===== src/rtl/spi_msg_master.sv =====
module spi_msg_master #(
  parameter int DEPTH     = 16,
  parameter int NUM_CS    = 4,
  parameter int BASE_HALF = 1,
  parameter int ADDR_W    = 6
) (
  input  logic              clk,
  input  logic              rst_n,
  input  logic              bus_we,
  input  logic [ADDR_W-1:0] bus_addr,
  input  logic [7:0]        bus_wdata,
  output logic [7:0]        bus_rdata,
  output logic              sclk,
  output logic              mosi,
  input  logic              miso,
  output logic [NUM_CS-1:0] cs_n,
  output logic              irq
);
  localparam int IW  = $clog2(DEPTH);
  localparam int CW  = $clog2(DEPTH + 1);
  localparam int IDW = (NUM_CS > 1) ? $clog2(NUM_CS) : 1;
  localparam int TW  = $clog2(BASE_HALF * 64 + 1);

  logic [2:0]    rate;
  logic          cpol, cpha, mask, done, busy, ending, sck_ph, mo;
  logic [CW-1:0] count, rx_tail;
  logic [1:0]    mtype;
  logic [IDW-1:0] cs_sel;
  logic [TW-1:0] tcnt;
  logic [3:0]    ecnt;
  logic [IW-1:0] bidx;
  logic [7:0]    txsh, rxsh;
  logic [7:0]    txbuf [DEPTH];
  logic [7:0]    rxbuf [DEPTH];

  wire is_buf = bus_addr[ADDR_W-1];
  wire [IW-1:0] widx = bus_addr[IW-1:0];
  wire cmd_wr = bus_we && bus_addr == ADDR_W'(3);
  wire start = cmd_wr && bus_wdata[1:0] == 2'b01 && bus_wdata[3:2] == 2'b00 && !busy
               && count != '0 && count <= CW'(DEPTH);

  wire [2:0]    rsel = (rate == 3'd7) ? 3'd6 : rate;
  wire [TW-1:0] half = TW'(BASE_HALF) << rsel;
  wire          tick = tcnt == half - TW'(1);
  wire          lead = ~ecnt[0];
  wire          samp = lead ^ cpha;
  wire          last_bit  = ecnt == 4'd15;
  wire          last_byte = CW'(bidx) == count - CW'(1);
  wire [IW-1:0] ld_idx  = start ? '0 : bidx + IW'(1);
  wire [7:0]    ld_byte = (mtype == 2'd1) ? 8'h00 : txbuf[ld_idx];
  wire [7:0]    rx_in   = cpha ? {rxsh[6:0], miso} : rxsh;
  wire          store   = busy && tick && !ending && last_bit && mtype != 2'd2;

  assign cs_n = busy ? ~(NUM_CS'(1) << cs_sel) : '1;
  assign sclk = (busy & sck_ph) ^ cpol;
  assign mosi = busy & mo;
  assign irq  = done & mask;

  always_ff @(posedge clk) begin
    if (bus_we && is_buf) txbuf[widx] <= bus_wdata;
    if (store) rxbuf[bidx] <= rx_in;
  end

  always_ff @(posedge clk or negedge rst_n) begin
    if (!rst_n) begin
      rate <= '0; cpol <= 1'b0; cpha <= 1'b0; mask <= 1'b0; done <= 1'b0;
      busy <= 1'b0; ending <= 1'b0; sck_ph <= 1'b0; mo <= 1'b0;
      count <= '0; rx_tail <= '0; mtype <= '0; cs_sel <= '0;
      tcnt <= '0; ecnt <= '0; bidx <= '0; txsh <= '0; rxsh <= '0;
    end else begin
      if (bus_we && !is_buf) begin
        case (bus_addr)
          ADDR_W'(0): {cpha, cpol, rate} <= bus_wdata[4:0];
          ADDR_W'(1): count <= bus_wdata[CW-1:0];
          ADDR_W'(2): mtype <= bus_wdata[1:0];
          ADDR_W'(4): if (bus_wdata == 8'hFF) done <= 1'b0;
          ADDR_W'(5): mask <= bus_wdata[0];
          default: ;
        endcase
      end
      if (start) begin
        busy <= 1'b1; ending <= 1'b0; sck_ph <= 1'b0;
        cs_sel <= bus_wdata[4 +: IDW];
        tcnt <= '0; ecnt <= '0; bidx <= '0; rx_tail <= '0;
        if (cpha) begin txsh <= ld_byte; mo <= 1'b0; end
        else begin txsh <= {ld_byte[6:0], 1'b0}; mo <= ld_byte[7]; end
      end else if (busy) begin
        if (!tick) tcnt <= tcnt + TW'(1);
        else begin
          tcnt <= '0;
          if (ending) begin
            busy <= 1'b0;
            done <= 1'b1;
          end else begin
            sck_ph <= ~sck_ph;
            ecnt   <= ecnt + 4'd1;
            if (samp) rxsh <= {rxsh[6:0], miso};
            else if (!(last_bit && !cpha)) begin
              mo   <= txsh[7];
              txsh <= {txsh[6:0], 1'b0};
            end
            if (last_bit) begin
              if (mtype != 2'd2) rx_tail <= rx_tail + CW'(1);
              if (last_byte) ending <= 1'b1;
              else begin
                bidx <= bidx + IW'(1);
                if (cpha) txsh <= ld_byte;
                else begin txsh <= {ld_byte[6:0], 1'b0}; mo <= ld_byte[7]; end
              end
            end
          end
        end
      end
    end
  end

  always_comb begin
    bus_rdata = 8'h00;
    if (is_buf) bus_rdata = rxbuf[widx];
    else begin
      case (bus_addr)
        ADDR_W'(0): bus_rdata = {3'b000, cpha, cpol, rate};
        ADDR_W'(1): bus_rdata = 8'(count);
        ADDR_W'(2): bus_rdata = {6'b0, mtype};
        ADDR_W'(4): bus_rdata = {6'b0, busy, done};
        ADDR_W'(5): bus_rdata = {7'b0, mask};
        ADDR_W'(6): bus_rdata = 8'(rx_tail);
        default:    bus_rdata = 8'h00;
      endcase
    end
  end
endmodule



===== config.mk =====
export PLATFORM = sky130hd
export DESIGN_NAME = spi_msg_master
export DESIGN_NICKNAME = d
export VERILOG_FILES = /design/src/rtl/spi_msg_master.sv
export SDC_FILE = /design/constraint.sdc
export NUM_CORES = 1
export LEC_CHECK = 0
export ABC_AREA = 1
export BUFFER_PORTS_ARGS = -buffer_cell sky130_fd_sc_hd__buf_2
export CORE_UTILIZATION = 40
export CTS_CLUSTER_SIZE = 40
export DETAILED_ROUTE_END_ITERATION = 12
export HOLD_SLACK_MARGIN = 0.05
export PLACE_DENSITY_LB_ADDON = 0.05
export SLEW_MARGIN = 25
export SYNTH_ARGS = -nofsm -noshare
export SYNTH_HDL_FRONTEND = slang
export SYNTH_SLANG_ARGS = --single-unit

===== constraint.sdc =====
create_clock -name clk -period 5.77 [get_ports clk]
set_clock_uncertainty 0.1 [all_clocks]
set_input_delay 0.577 -clock clk [delete_from_list [all_inputs] [get_ports clk]]
set_output_delay 0.577 -clock clk [all_outputs]
set_load 0.05 [all_outputs]

==> summary.md, run 1 <==
| Metric | Value |
|---|---|
| Crit Path Class | in -> out |
| Crit share post-route | 0.715 |
| Synth Instances | 1195 |
| Final core occ | 0.463 |
| Most common cell type on the critical path | nand2_1 |
| Final slew viol count | 0 |
| Crit path max-delay family | buffers and inverters |
| Finished Cell Area | 15200 um^2 |
| Power Dens Cells | 334 nW/um^2 |
| Fmax | 242 MHz |
| WP data arrival | 3.45 ns |
| Initial antenna violation count | 0 |
| Synth top area share | 0.569 |
| Initial core utilization | 0.411 |
| CP Max Fanout | 23 |
| Ys Warns | 0 |
| Fraction of layout instances using a drive strength above 1 | 0.106 |
| PostCTS Resize Cnt | 0 |
| Root Buffer | clkbuf_16 |
| Max_cap viols | 0 |
| I/O pins | 33 |
| Buf/Inv on CP | 5 |
| Setup Viol. Count Final | 0 |
| GRT Total Usage | 0.220 |
| Mean Syn Cell Area | 11.3 um^2 |
| Synth area leaders | edfxtp_1 (57%), dfrtp_1 (10%), nand3_1 (6.4%), nand2_1 (6.3%), a22oi_1 (3.7%) |
| Antenna cells | 0 |
| Area growth from synthesis to layout | 12.8% |
| Antenna Nets Post-Route | 0 |
| Total wire length | 36.4 mm |
| Leakage power | 5.52 nW |
| RSZ-0062 raised after global routing | no |
| Wire per inst | 21.5 um |
| CTS tree | built |
| # DRC | 0 |
| First-pass detailed-route iteration total | 5 |
| Worst path max stage delay | 0.70 ns |
| Period minus WS final | 4.13 ns |
| Final std cells w/o fill | 1691 |
| Synth cell count leaders | edfxtp_1 (256), nand2_1 (228), nand3_1 (172), nor2_1 (85), inv_1 (79) |
| Die height | 186 um |
| Fin nets | 1251 |
| Drt via density | 5.36 |
| EDFF count, synth | 256 |
| Vias | 9072 |
| First-pass GRT wire length | 55.8 mm |
| Netlist cell types | 43 |
| Number of placed cells counting well taps | 1628 |
| Min-Delay Path Class | in -> async |
| Latest clock arrival within the worst-skew pair | 0.53 ns |
| Syn nets | 1222 |
| Slew @ Worst Pin | 1.08 ns |
| Reg clk slew, reported paths | 0.05 ns |
| Synth Flop Type | edfxtp_1 |
| Htree depth | 2 |
| Netlist Area Pre-Place | 13500 um^2 |
| Hold Fails Final Rpt | 0 |
| Row count | 66 |
| Routability-driven placement congestion ratio | 0.843 |
| Die footprint | 34500 um^2 |
| Final Hold Slack | 0.108 ns |
| PortBufs | 32 |
| DP HPWL | 23.1 mm |
| Slew margin rel. | 0.274 |
| Outcome | finished clean |
| Crit-path cells | buf_2 -> inv_1 -> nand2_1 -> clkinv_1 -> buf_4 -> a22oi_1 -> nand2_1 -> nand2_1 -> nand2_1 -> o31ai_1 -> nand3_1 -> buf_2 |
| Crit. End Element | primary output |
| CP startpoint kind | primary input |
| Placed Area | 14000 um^2 |
| Most frequent cell after synthesis | edfxtp_1 |
| #FFs+latches synth | 312 |
| TritonCTS Buffers | 36 |
| Number of global-route vias before repair | 9087 |
| Required @ worst endpoint | 5.09 ns |
| Register area share after synthesis | 0.673 |
| GRT overflow | 0 |
| Core box area | 32900 um^2 |
| CTS Hold Bufs | 0 |
| Crit path max-delay cell type | clkinv_1 |
| Total setup buffers inserted after CTS | 0 |
| Asr flop ratio synth | 0.179 |
| Clock tree buffer depth | 3 |
| Yosys top cell by area | edfxtp_1 |
| Peak VDD IR | 239 uV |
| Die Width | 186 um |
| Pin count of the biggest net entering global routing | 64 |
| Setup_tns | 0 ns |
| DRT iter0 DRCs | 711 |
| Sink Count | 312 |
-- per-stage QoR --
step	total power (W)	worst slack, ns
finish	0.00508	1.64
detailed placement	0.00285	1.53
global route	0.00526	1.37
global placement	0.00285	1.48
floorplan	0.00274	2.81
CTS	0.00514	1.52
-- cell usage in the layout (no fill, tap or decap), types with 6 or more instances in the layout --
cell type	Yosys	final
edfxtp_1	256	256
nand2_1	228	228
nand3_1	172	171
nor2_1	85	81
inv_1	79	79
a22oi_1	66	66
dfrtp_1	56	56
a21oi_1	48	48
clkbuf_16	0	37
o21ai_0	35	32
buf_2	15	32
xor2_1	16	16
buf_4	6	13
o21ai_1	8	10
ha_1	9	9
nor2_2	4	8
inv_2	8	8
nand2_2	7	7
clkinv_1	1	7
clkinv_2	0	7
or2_2	6	6
o31ai_1	6	6
nor3_1	6	6
-- where the power goes --
group          switching (W)  internal (W)  leakage, nW
clock network       0.000910       0.00137        0.580
logic               0.000212     0.0000887         2.06
registers          0.0000369       0.00247         2.88
-- final timing paths --
| check | startpoint | end | slack (ns) | cells past startpoint |
|---|---|---|---|---|
| max in group asynchronous | rst_n | rxsh[5]$_DFFE_PN0P_ | 4.96 | 2 |
| min | rst_n | tcnt[6]$_DFFE_PN0P_ | 0.11 | 2 |
| max reg2reg | bidx[0]$_DFFE_PN0P_ | txsh[7]$_DFFE_PN0P_ | 2.44 | 11 |
| max | bus_addr[0] | bus_rdata[3] | 1.64 | 12 |
| min reg2reg | sck_ph$_DFFE_PN0P_ | sck_ph$_DFFE_PN0P_ | 0.39 | 1 |
| min in group clk | miso | rxsh[0]$_DFFE_PN0P_ | 0.21 | 3 |
-- sequential cells by signal (all words and copies together) (netlist names), 3 cells and up --
| signal | cells |
|---|---|
| ecnt | 4 |
| tcnt | 7 |
| rate | 3 |
| rx_tail | 5 |
| count | 5 |
| bidx | 4 |
| rxbuf | 128 |
| rxsh | 8 |
| txsh | 8 |
| txbuf | 128 |
-- kinds of logic (layout without fill, tap and decap cells) --
group,Yosys count,count (layout),synth area share
xor gates and xnor gates,21,21,0.0136
buffers and inverters,142,196,0.0454
DFF,312,312,0.673
AOI/OAI and AO/OA,189,189,0.0897
adders and majority gates,9,9,0.00834
and+or+nand+nor,517,517,0.166
muxes,5,5,0.00371
-- final cells by class --
class	instances	area, um^2
Tap cell	442	553
Inverter	88	330
Fill cell	3096	17600
Multi-Input combinational cell	741	3820
Timing Repair Buffer	45	258
Clock buffer	41	951
Clock inverter	22	223
Sequential cell	312	9090
-- layer usage --
layer | vias up | GRT usage | part of all wire | wire (um)
li1 | 4311 | - | - | -
met1 | 4515 | 0.303 | 0.46 | 16800
met2 | 188 | 0.361 | 0.48 | 17500
met3 | 58 | 0.0293 | 0.037 | 1340
met4 | 0 | 0.0646 | 0.022 | 784
met5 | - | 0 | 0 | 0
(Power assumes the default switching activity.)
==> run 2, diff against run 1 <==
clock period = 4.2 ns   (was 5.77 ns; I/O delays follow)
==> run 2 against run 1 <==
  * Total power grew 37%
  * Largest cell class unchanged
  * Core utilization rose by 0.72 points
  * Non-clock buffer count rose by 33
  * First-iteration DRC count grew 7.5%
  * Largest power group unchanged
  * Clock-buffer cell count increased by 3
  * Critical endpoint is now bus_rdata[0]
  * Via count up 0.71%
==> summary.md, run 2 (synthesized netlist as in run 1, its figures left out) <==
| Metric | Value |
|---|---|
| CTS tree | built (unchanged) |
| Reg clk slew, reported paths | 0.06 ns (was 0.05 ns) |
| Wire per inst | 21.3 um (was 21.5 um) |
| Total wire length | 36.8 mm (was 36.4 mm) |
| Hold Fails Final Rpt | 0 (unchanged) |
| Htree depth | 2 (unchanged) |
| Buf/Inv on CP | 5 (unchanged) |
| Drt via density | 5.29 (was 5.36) |
| First-pass GRT wire length | 56.1 mm (was 55.8 mm) |
| Leakage power | 5.67 nW (was 5.52 nW) |
| Routability-driven placement congestion ratio | 0.767 (was 0.843) |
| Min-Delay Path Class | in -> reg (was in -> async) |
| CP Max Fanout | 16 (was 23) |
| Worst Reg-to-Reg Cells | 10 (was 11) |
| Die footprint | 34500 um^2 (unchanged) |
| DRT iter0 DRCs | 764 (was 711) |
| Fraction of power consumed by combinational cells | 0.061 (was 0.059) |
| Crit path max-delay cell type | a2111oi_0 (was clkinv_1) |
| Fraction of layout instances using a drive strength above 1 | 0.122 (was 0.106) |
| Final slew viol count | 0 (unchanged) |
| Internal | 0.00534 W (was 0.00392 W) |
| WP data arrival | 2.93 ns (was 3.45 ns) |
| Fin nets | 1285 (was 1251) |
| Core box area | 32900 um^2 (unchanged) |
| Hold depth | 3 |
| Slew margin rel. | 0.297 (was 0.274) |
| Vias | 9136 (was 9072) |
| Crit. End Element | primary output (unchanged) |
| Initial antenna violation count | 0 (unchanged) |
| Switch share | 0.231 (was 0.228) |
| First-pass detailed-route iteration total | 5 (unchanged) |
| Outcome | finished clean (unchanged) |
| Worst path max stage delay | 0.69 ns (was 0.70 ns) |
| Post-layout power | 0.00694 W (was 0.00508 W) |
| PortBufs | 32 (unchanged) |
| Clock tree buffer depth | 3 (unchanged) |
| Number of global-route vias before repair | 8899 (was 9087) |
| Die Width | 186 um (unchanged) |
| Die height | 186 um (unchanged) |
| CP startpoint kind | primary input (unchanged) |
| Antenna Nets Post-Route | 0 (unchanged) |
| Antenna cells | 0 (unchanged) |
| TritonCTS Buffers | 37 (was 36) |
| Latest clock arrival within the worst-skew pair | 0.53 ns (about the same) |
| I/O pins | 33 (unchanged) |
| DP HPWL | 23.4 mm (was 23.1 mm) |
| Flop pwr share | 0.497 (was 0.493) |
| Period minus WS final | 3.45 ns |
| Power Dens Cells | 449 nW/um^2 (was 334 nW/um^2) |
| Peak VDD IR | 283 uV (was 239 uV) |
| Top flop regs | rxbuf x128, txbuf x128 (unchanged) |
| Crit share post-route | 0.820 |
| Initial core utilization | 0.411 (unchanged) |
| CTS Hold Bufs | 1 (was 0) |
| GRT overflow | 0 (unchanged) |
| Area growth from synthesis to layout | 14.5% (was 12.8%) |
| Slew @ Worst Pin | 1.05 ns (was 1.08 ns) |
| Max_cap viols | 0 (unchanged) |
| Sink Count | 312 (unchanged) |
| Required @ worst endpoint | 3.68 ns (was 5.09 ns) |
| Clock power frac | 0.443 (was 0.448) |
| # DRC | 0 (unchanged) |
| Most frequent cells in the layout | edfxtp_1 (256), nand2_1 (228), nand3_1 (171), nor2_1 (83), inv_1 (79) (was edfxtp_1 (256), nand2_1 (228), nand3_1 (171), nor2_1 (81), inv_1 (79)) |
| Number of placed cells counting well taps | 1660 (was 1628) |
| Crit Path Class | in -> out (unchanged) |
| Final std cells w/o fill | 1726 (was 1691) |
| RSZ-0062 raised after global routing | no (unchanged) |
| Row count | 66 (unchanged) |
| Total setup buffers inserted after CTS | 0 (unchanged) |
| PostCTS Resize Cnt | 0 (unchanged) |
| Root Buffer | clkbuf_16 (unchanged) |
| Switching power | 0.00160 W (was 0.00116 W) |
| CP Depth | 10 (was 12) |
| Final Hold Slack | 0.0774 ns (was 0.108 ns) |
| Setup_tns | 0 ns (unchanged) |
| Crit path max-delay family | buffers and inverters (unchanged) |
| GRT Total Usage | 0.221 (was 0.220) |
| Pin count of the biggest net entering global routing | 64 (unchanged) |
| Fmax | 290 MHz |
| Crit-path cells | buf_2 -> inv_1 -> nand2_1 -> clkinv_1 -> nand3_1 -> o21ai_0 -> a2111oi_0 -> buf_4 -> nand2_1 -> buf_2 (was buf_2 -> inv_1 -> nand2_1 -> clkinv_1 -> buf_4 -> a22oi_1 -> nand2_1 -> nand2_1 -> nand2_1 -> o31ai_1 -> nand3_1 -> buf_2) |
| Commonest non-fill, non-tap cell in the layout | edfxtp_1 (unchanged) |
| Setup Viol. Count Final | 0 (unchanged) |
==> run 2: changes by cell type in the layout (fill, tap and decap cells not counted), sizes merged <==
cell	delta
buf	+32
clkinv	+4
clkbuf	+3
inv	-3
bufinv	-1
clkinvlp	-1
dlygate4sd3	+1
==> run 2: worst min-delay path: stages <==
cell and delay [ns]:
buf_2 0.09, nor2_1 0.04, a21oi_1 0.10
==> run 2: path summary, 6_finish.rpt <==
path	start	endpoint	slack, ns
min in group asynchronous	rst_n	ecnt[3]$_DFFE_PN0P_	0.36
worst max register to register	ecnt[0]$_DFFE_PN0P_	rxbuf[1][5]$_DFFE_PP_	1.23
worst min register to register	sck_ph$_DFFE_PN0P_	sck_ph$_DFFE_PN0P_	0.36
max in group asynchronous	rst_n	rxsh[3]$_DFFE_PN0P_	2.78
worst max-delay path	bus_addr[0]	bus_rdata[0]	0.75
worst min-delay path	miso	rxsh[0]$_DFFE_PN0P_	0.08
==> run 2: power groups by stage <==
stage               Combinational, W  Clock, W  Sequential (W)
floorplan                   0.000275         0         0.00348
global placement            0.000421         0         0.00351
detailed placement          0.000424         0         0.00351
CTS                         0.000428   0.00313         0.00344
global route                0.000474   0.00325         0.00345
finish                      0.000421   0.00307         0.00345
==> run 2: per-stage QoR <==
step / util / worst slack [ns] / instance area, um^2
2_1_floorplan: - / 1.55 / 13500
4_1_cts: 0.470 / 0.819 / 15500
5_1_grt: 0.470 / 0.676 / 15500
3_3_place_gp: 0.435 / 0.813 / 14300
3_5_place_dp: 0.435 / 0.819 / 14300
6_report: 0.470 / 0.754 / 15500
==> run 2: per-layer routing <==
layer,up-vias,wire (um),share of wire,track usage
met4,0,1110,0.030,0.0761
met1,4457,16600,0.45,0.310
li1,4377,-,-,-
met3,73,1760,0.048,0.0274
met2,229,17300,0.47,0.356
met5,-,0,0,0
==> run 2: area by class of cell <==
class / count / area (um^2)
Clock inverter: 21 / 194
Multi-Input combinational cell: 741 / 3810
Sequential cell: 312 / 9090
Tap cell: 442 / 553
Timing Repair Buffer: 78 / 520
Clock buffer: 44 / 962
Fill cell: 3114 / 17400
Inverter: 88 / 330
